===== config.mk =====
export PLATFORM = sky130hd
export DESIGN_NAME = adc_strobe_reader
export DESIGN_NICKNAME = d
export VERILOG_FILES = /design/src/rtl/adc_rd_pkg.sv /design/src/rtl/adc_rd_timer.sv /design/src/rtl/adc_rd_deser.sv /design/src/rtl/adc_rd_seq.sv /design/src/rtl/adc_strobe_reader.sv
export SDC_FILE = /design/constraint.sdc
export NUM_CORES = 1
export LEC_CHECK = 0
export BUFFER_PORTS_ARGS = -buffer_cell sky130_fd_sc_hd__buf_2
export CORE_MARGIN = 2
export CORE_UTILIZATION = 40
export DETAILED_ROUTE_END_ITERATION = 16
export SLEW_MARGIN = 40
export SYNTH_ARGS = -nofsm -noshare
export SYNTH_HDL_FRONTEND = slang
export SYNTH_SLANG_ARGS = --single-unit
export TNS_END_PERCENT = 30

===== constraint.sdc =====
create_clock -name clk -period 4.9 [get_ports clk]
set_input_delay 0.735 -clock clk [delete_from_list [all_inputs] [get_ports clk]]
set_output_delay 0.735 -clock clk [all_outputs]
set_load 0.05 [all_outputs]

===== src/rtl/adc_rd_pkg.sv =====
// Package: shared state encoding for the serial ADC reader.
// Assumes: nothing beyond the standard language.
package adc_rd_pkg;

    typedef enum logic [2:0] {
        ST_IDLE   = 3'd0,
        ST_PRE_HI = 3'd1,
        ST_PRE_LO = 3'd2,
        ST_ACQ    = 3'd3,
        ST_CONV   = 3'd4,
        ST_SHIFT  = 3'd5,
        ST_DONE   = 3'd6
    } rd_state_t;

    // Convert a duration in ns to clock cycles at clk_khz, rounding up.
    function automatic int ns_to_cycles(input int ns, input int clk_khz);
        longint prod;
        prod = longint'(ns) * longint'(clk_khz);
        return int'((prod + 64'd999_999) / 64'd1_000_000);
    endfunction

endpackage


===== src/rtl/adc_rd_timer.sv =====
// Module: adc_rd_timer
// A loadable down counter that flags when it has reached zero.
// Assumes: a load of value N-1 makes zero rise N cycles after the load edge.
module adc_rd_timer #(
    parameter int CNT_W = 10
) (
    input  logic             clk,
    input  logic             rst_n,
    input  logic             load,
    input  logic [CNT_W-1:0] load_val,
    output logic             zero
);

    logic [CNT_W-1:0] cnt_q;

    // Count down after a load; stop at zero.
    always_ff @(posedge clk) begin
        if (!rst_n) begin
            cnt_q <= '0;
        end else if (load) begin
            cnt_q <= load_val;
        end else if (cnt_q != '0) begin
            cnt_q <= cnt_q - 1'b1;
        end
    end

    assign zero = (cnt_q == '0);

endmodule


===== src/rtl/adc_rd_deser.sv =====
// Module: adc_rd_deser
// Shifts serial data in MSB first on each sample pulse. On capture it
// stores the top RES_BITS of the XFER_BITS word as the right-aligned result.
// Assumes: capture comes after the final sample of a transfer.
module adc_rd_deser #(
    parameter int XFER_BITS = 16,
    parameter int RES_BITS  = 12
) (
    input  logic                clk,
    input  logic                rst_n,
    input  logic                sample,
    input  logic                sdi,
    input  logic                capture,
    output logic [RES_BITS-1:0] result
);

    logic [XFER_BITS-1:0] shreg_q;
    logic [RES_BITS-1:0]  res_q;

    // Shift in one serial bit per sample pulse.
    always_ff @(posedge clk) begin
        if (!rst_n) begin
            shreg_q <= '0;
        end else if (sample) begin
            shreg_q <= {shreg_q[XFER_BITS-2:0], sdi};
        end
    end

    // Keep the leading bits of the finished word; drop the trailing ones.
    always_ff @(posedge clk) begin
        if (!rst_n) begin
            res_q <= '0;
        end else if (capture) begin
            res_q <= shreg_q[XFER_BITS-1 -: RES_BITS];
        end
    end

    assign result = res_q;

endmodule


===== src/rtl/adc_rd_seq.sv =====
// Module: adc_rd_seq
// The sequencer. It shapes the conversion strobe (with the optional select
// pulse), waits for the conversion, then drives the serial clock for
// XFER_BITS periods. It tells the timer when to load and the deserializer
// when to sample and capture.
// Assumes: every *_CYC is at least 1 and fits the timer width.
module adc_rd_seq
    import adc_rd_pkg::*;
#(
    parameter int CNT_W     = 10,
    parameter int SEL_CYC   = 25,
    parameter int ACQ_CYC   = 350,
    parameter int CONV_CYC  = 925,
    parameter int HALF_CYC  = 16,
    parameter int XFER_BITS = 16
) (
    input  logic             clk,
    input  logic             rst_n,
    input  logic             start,
    input  logic             alt_sel,
    input  logic             tzero,
    output logic             tload,
    output logic [CNT_W-1:0] tval,
    output logic             strobe,
    output logic             sclk,
    output logic             sample,
    output logic             capture,
    output logic             busy,
    output logic             valid
);

    localparam int BIT_W = $clog2(XFER_BITS);
    localparam logic [BIT_W-1:0] LAST_BIT = BIT_W'(XFER_BITS - 1);
    localparam logic [CNT_W-1:0] SEL_LD  = CNT_W'(SEL_CYC - 1);
    localparam logic [CNT_W-1:0] ACQ_LD  = CNT_W'(ACQ_CYC - 1);
    localparam logic [CNT_W-1:0] CONV_LD = CNT_W'(CONV_CYC - 1);
    localparam logic [CNT_W-1:0] HALF_LD = CNT_W'(HALF_CYC - 1);

    rd_state_t        state_q;
    logic             strobe_q;
    logic             sclk_q;
    logic [BIT_W-1:0] bit_q;
    logic             accept;

    assign accept = (state_q == ST_IDLE) && start;

    // Choose when the timer reloads, and the length of the next interval.
    always_comb begin
        tload = 1'b0;
        tval  = '0;
        case (state_q)
            ST_IDLE:   begin tload = start; tval = alt_sel ? SEL_LD : ACQ_LD; end
            ST_PRE_HI: begin tload = tzero; tval = SEL_LD;  end
            ST_PRE_LO: begin tload = tzero; tval = ACQ_LD;  end
            ST_ACQ:    begin tload = tzero; tval = CONV_LD; end
            ST_CONV:   begin tload = tzero; tval = HALF_LD; end
            ST_SHIFT:  begin tload = tzero; tval = HALF_LD; end
            default:   begin tload = 1'b0;  tval = '0;      end
        endcase
    end

    // Step the strobe, serial clock and bit count through the conversion.
    always_ff @(posedge clk) begin
        if (!rst_n) begin
            state_q  <= ST_IDLE;
            strobe_q <= 1'b0;
            sclk_q   <= 1'b0;
            bit_q    <= '0;
        end else begin
            case (state_q)
                ST_IDLE: if (accept) begin
                    state_q  <= alt_sel ? ST_PRE_HI : ST_ACQ;
                    strobe_q <= 1'b1;
                end
                ST_PRE_HI: if (tzero) begin
                    state_q  <= ST_PRE_LO;
                    strobe_q <= 1'b0;
                end
                ST_PRE_LO: if (tzero) begin
                    state_q  <= ST_ACQ;
                    strobe_q <= 1'b1;
                end
                ST_ACQ: if (tzero) begin
                    state_q  <= ST_CONV;
                    strobe_q <= 1'b0;
                end
                ST_CONV: if (tzero) begin
                    state_q <= ST_SHIFT;
                    sclk_q  <= 1'b0;
                    bit_q   <= '0;
                end
                ST_SHIFT: if (tzero) begin
                    if (!sclk_q) begin
                        sclk_q <= 1'b1;
                    end else begin
                        sclk_q <= 1'b0;
                        if (bit_q == LAST_BIT) begin
                            state_q <= ST_DONE;
                        end else begin
                            bit_q <= bit_q + 1'b1;
                        end
                    end
                end
                default: state_q <= ST_IDLE;
            endcase
        end
    end

    assign strobe  = strobe_q;
    assign sclk    = sclk_q;
    assign sample  = (state_q == ST_SHIFT) && tzero && !sclk_q;
    assign capture = (state_q == ST_SHIFT) && tzero && sclk_q && (bit_q == LAST_BIT);
    assign busy    = (state_q != ST_IDLE);
    assign valid   = (state_q == ST_DONE);

endmodule


===== src/rtl/adc_strobe_reader.sv =====
// Module: adc_strobe_reader (top)
// Runs one strobe-started conversion and two-byte mode-0 readout per start
// request. Timing comes from ns/kHz parameters, rounded up to clock cycles.
// Assumes: ser_din changes on falling ser_clk edges and is stable at rising ones.
module adc_strobe_reader #(
    parameter int CLK_KHZ      = 250_000,
    parameter int SEL_NS       = 100,
    parameter int ACQ_NS       = 1400,
    parameter int CONV_NS      = 3700,
    parameter int SCLK_MAX_KHZ = 8000,
    parameter int RES_BITS     = 12,
    parameter int XFER_BITS    = 16
) (
    input  logic                clk,
    input  logic                rst_n,
    input  logic                start,
    input  logic                alt_sel,
    input  logic                ser_din,
    output logic                conv_strobe,
    output logic                ser_clk,
    output logic                busy,
    output logic [RES_BITS-1:0] result,
    output logic                result_valid
);

    localparam int SEL_CYC  = adc_rd_pkg::ns_to_cycles(SEL_NS, CLK_KHZ);
    localparam int ACQ_CYC  = adc_rd_pkg::ns_to_cycles(ACQ_NS, CLK_KHZ);
    localparam int CONV_CYC = adc_rd_pkg::ns_to_cycles(CONV_NS, CLK_KHZ);
    localparam int HALF_CYC = (CLK_KHZ + 2 * SCLK_MAX_KHZ - 1) / (2 * SCLK_MAX_KHZ);
    localparam int MAX_CYC  = (CONV_CYC > ACQ_CYC) ? CONV_CYC : ACQ_CYC;
    localparam int CNT_W    = $clog2(MAX_CYC + 1);

    logic             tload;
    logic             tzero;
    logic [CNT_W-1:0] tval;
    logic             sample;
    logic             capture;

    adc_rd_timer #(.CNT_W(CNT_W)) u_timer (
        .clk      (clk),
        .rst_n    (rst_n),
        .load     (tload),
        .load_val (tval),
        .zero     (tzero)
    );

    adc_rd_seq #(
        .CNT_W     (CNT_W),
        .SEL_CYC   (SEL_CYC),
        .ACQ_CYC   (ACQ_CYC),
        .CONV_CYC  (CONV_CYC),
        .HALF_CYC  (HALF_CYC),
        .XFER_BITS (XFER_BITS)
    ) u_seq (
        .clk     (clk),
        .rst_n   (rst_n),
        .start   (start),
        .alt_sel (alt_sel),
        .tzero   (tzero),
        .tload   (tload),
        .tval    (tval),
        .strobe  (conv_strobe),
        .sclk    (ser_clk),
        .sample  (sample),
        .capture (capture),
        .busy    (busy),
        .valid   (result_valid)
    );

    adc_rd_deser #(.XFER_BITS(XFER_BITS), .RES_BITS(RES_BITS)) u_deser (
        .clk     (clk),
        .rst_n   (rst_n),
        .sample  (sample),
        .sdi     (ser_din),
        .capture (capture),
        .result  (result)
    );

endmodule


==> impl_metrics.csv <==
group,metric,value,unit
yosys,synthArstFlopShare,0,%
yosys,ys.flop_type,"dfxtp_1",
layout,multi_input_area,1170,um2
clocking,root_buffer,"clkbuf_8",
yosys,netlist_area,2190,um2
sta,tightest_slew,0.797,ns
worst_setup_path,r2r-start,"u_timer.cnt_q[0]",
place,gp_congestion,0.897,
yosys,synth-warning-count,0,
detailed_routing,viasPerCell,5.39,
clocking,path_clk_slew,0.09,ns
floorplanning,ioPinCount,21,
layout,nNetsFinal,255,
yosys,synthTopCellsByArea,"dfxtp_1, mux2i_1, nand2_1",
yosys,ys_seq_elements,47,
detailed_routing,drcViolationCount,0,
min_path,hp-start,"u_deser.result[8]",
min_path,hold_path_class,"reg2reg",
place,port_buffers,20,
floorplanning,start_util,42.0,%
power,vdd_drop_max,0.195,mV
clocking,cts.sinks,47,
worst_setup_path,startpoint,"u_seq.state_q[1]",
sta,skew,0.00600,ns
global_routing,antenna_found_initial,0,
sta,report.final.slew_viol_count,0,
global_routing,grt_pass1_vias,1600,
clocking,cts_hold_buf,0,
worst_setup_path,end_kind,"output pin",
worst_setup_path,path_class,"reg2out",
sta,slew_headroom,46.9,%
global_routing,grt_max_degree,46,
clocking,htree_num_levels,2,
detailed_routing,drtIter0Drc,102,
status,status,"finished, final reports clean",
yosys,syn_inst,232,
sta,tns,0,ns
global_routing,grt_pass1_wl,7690,um
yosys,syn_avg_cell_area,9.43,um2
yosys,yosys.area.top_type_share,43.0,%
detailed_routing,ant_nets,0,
floorplanning,fp.dieH,78.0,um
floorplanning,die_w,78.0,um
sta,setup_viol,0,
worst_setup_path,path_max_fanout,14,
yosys,ys_seq_area_share,43.0,%
clocking,clk_latency,0.31,ns
clocking,cts_max_path_buffers,2,
layout,fillerInstances,521,
layout,layout.area.seq,941,um2
yosys,synth_top_area_cell,"dfxtp_1",
global_routing,globalRoute.totalOverflow,0,
run,maxCapViolations,0,
clocking,cts_tree,"built",
sta,fin_crit_sh,48.2,%
power,p_leak,0.000895,uW
yosys,syn_nets,239,
clocking,post_cts_buffers,0,
layout,drive_above_1_share,16.9,%
detailed_routing,detailedRoute.firstPassIterationCount,4,
sta,finalHoldViolCount,0,
sta,clock.fmax,424,MHz
layout,antenna_cells,0,
place,dpl.hpwl,2960,um
clocking,cts_inserted_buffers,5,
global_routing,grt.total_usage,16.1,%
yosys,synth-edff-count,0,
worst_setup_path,required,4.16,ns
yosys,ys_types,50,
power,powerDensity,481,nW/um2
worst_setup_path,cp-start-kind,"flop",
sta,rsz0062_at_grt,"no",
worst_setup_path,worstPathArrival,1.62,ns
detailed_routing,wl_per_cell,14.1,um
floorplanning,dieArea,6080,um2
clocking,cts_resized,0,
sta,fin_crit,2.36,ns
worst_setup_path,ff2ff_setup_slack,2.75,ns
detailed_routing,dr_total_vias,1719,
floorplanning,design.core.area,5200,um2
layout,area_growth,10.5,%
floorplanning,rows,26,
detailed_routing,totalWireLength,4500,um
power,total_power,1160,uW
[worst paths after layout]
check | cells past startpoint | endpoint
worst max-delay path | 3 | result_valid
worst min-delay path | 2 | u_deser.result[8]
worst max register to register | 6 | u_timer.cnt_q[1]
worst min register to register | 2 | u_deser.result[8]
[critical path, stage by stage, from the launching register on]
cell     delay, ns
dfxtp_1       0.58
nand2_1       0.31
nor2_1        0.15
buf_2         0.27
[flip-flops by register name, summed over array words and instances, names as in the netlist]
register         count
u_deser.result      12
u_deser.shreg_q     16
u_seq.bit_q          4
u_seq.sclk           1
u_seq.state_q        3
u_seq.strobe         1
u_timer.cnt_q       10
[kinds of logic (layout without fill, tap and decap cells)]
group / after synthesis / count (layout) / share of synthesized area (%)
XOR/XNOR: 5 / 5 / 2.00
multiplexers: 31 / 31 / 14.2
AND/OR/NAND/NOR: 90 / 90 / 23.4
buffers and inverters: 17 / 34 / 3.72
AO/OA/AOI/OAI: 40 / 40 / 12.5
adder cells (fa/ha/maj): 2 / 2 / 1.14
flip-flops: 47 / 47 / 43.0
[area by class of cell]
cell class                 count  area share [%]
timing repair buffer          22            4.92
tap                           70            3.62
clock inverter                 2           0.673
clock buffer                   6            3.00
sequential                    47            38.9
multi-input combinational    168            48.2
inverter                       4           0.621
[stage by stage]
step / setup slack, ns / hold WS (ns) / cell area [um2] / std cells / utilization, %
2_1_floorplan: 2.65 / 0.443 / 2190 / 232 / -
3_3_place_gp: 2.74 / 0.442 / 2320 / 310 / 44.5
3_5_place_dp: 2.67 / 0.445 / 2320 / 310 / 44.5
4_1_cts: 2.55 / 0.464 / 2410 / 318 / 46.2
5_1_grt: 2.40 / 0.486 / 2420 / 319 / 46.4
6_report: 2.54 / 0.459 / 2420 / 319 / 46.4
[cell usage after synthesis, drive strengths merged, types with 2 or more instances]
master  count
clkbuf      9
nor4        2
a31oi       4
xnor2       3
inv         4
buf         4
ha          2
nand3       6
xor2        2
o31ai       3
or4         4
nor2        7
nor3        7
o22ai       2
nand3b      3
nor4b       2
a21boi      2
or3         4
and3        3
o21ai      11
a21oi       7
dfxtp      47
a21o        2
nand2      41
nand4       4
nand2b      3
mux2i      30
[report_power, final]
| part | total (uW) | leakage [uW] | switching [uW] | internal (uW) |
|---|---|---|---|---|
| clock | 241 | 0.0000418 | 139 | 103 |
| sequential | 500 | 0.000381 | 74.1 | 426 |
| combinational | 422 | 0.000472 | 245 | 177 |
[cells in the final DEF, fill, tap and decap left out, types with 2 or more instances in the layout]
master,instances
buf_2,20
or4_1,4
nand2b_1,3
and3_1,3
o22ai_1,2
or3_1,4
nor3_2,2
xnor2_1,3
nor2_1,7
inv_1,4
mux2i_1,30
nand3b_1,3
nand3_1,5
a31oi_1,3
ha_1,2
nor3_1,3
dfxtp_1,47
a21oi_1,7
nand4_1,3
clkbuf_8,5
nand2_1,41
o31ai_1,3
nor3_4,2
o21ai_0,11
xor2_1,2
a21o_1,2
[layer usage]
metal | part of all wire, % | global-route usage (%)
met5 | 0 | 0
met4 | 2.1 | 7.89
met3 | 5.7 | 3.60
met2 | 45 | 24.3
met1 | 47 | 21.5
No activity file was read; power rests on OpenSTA's default activity.
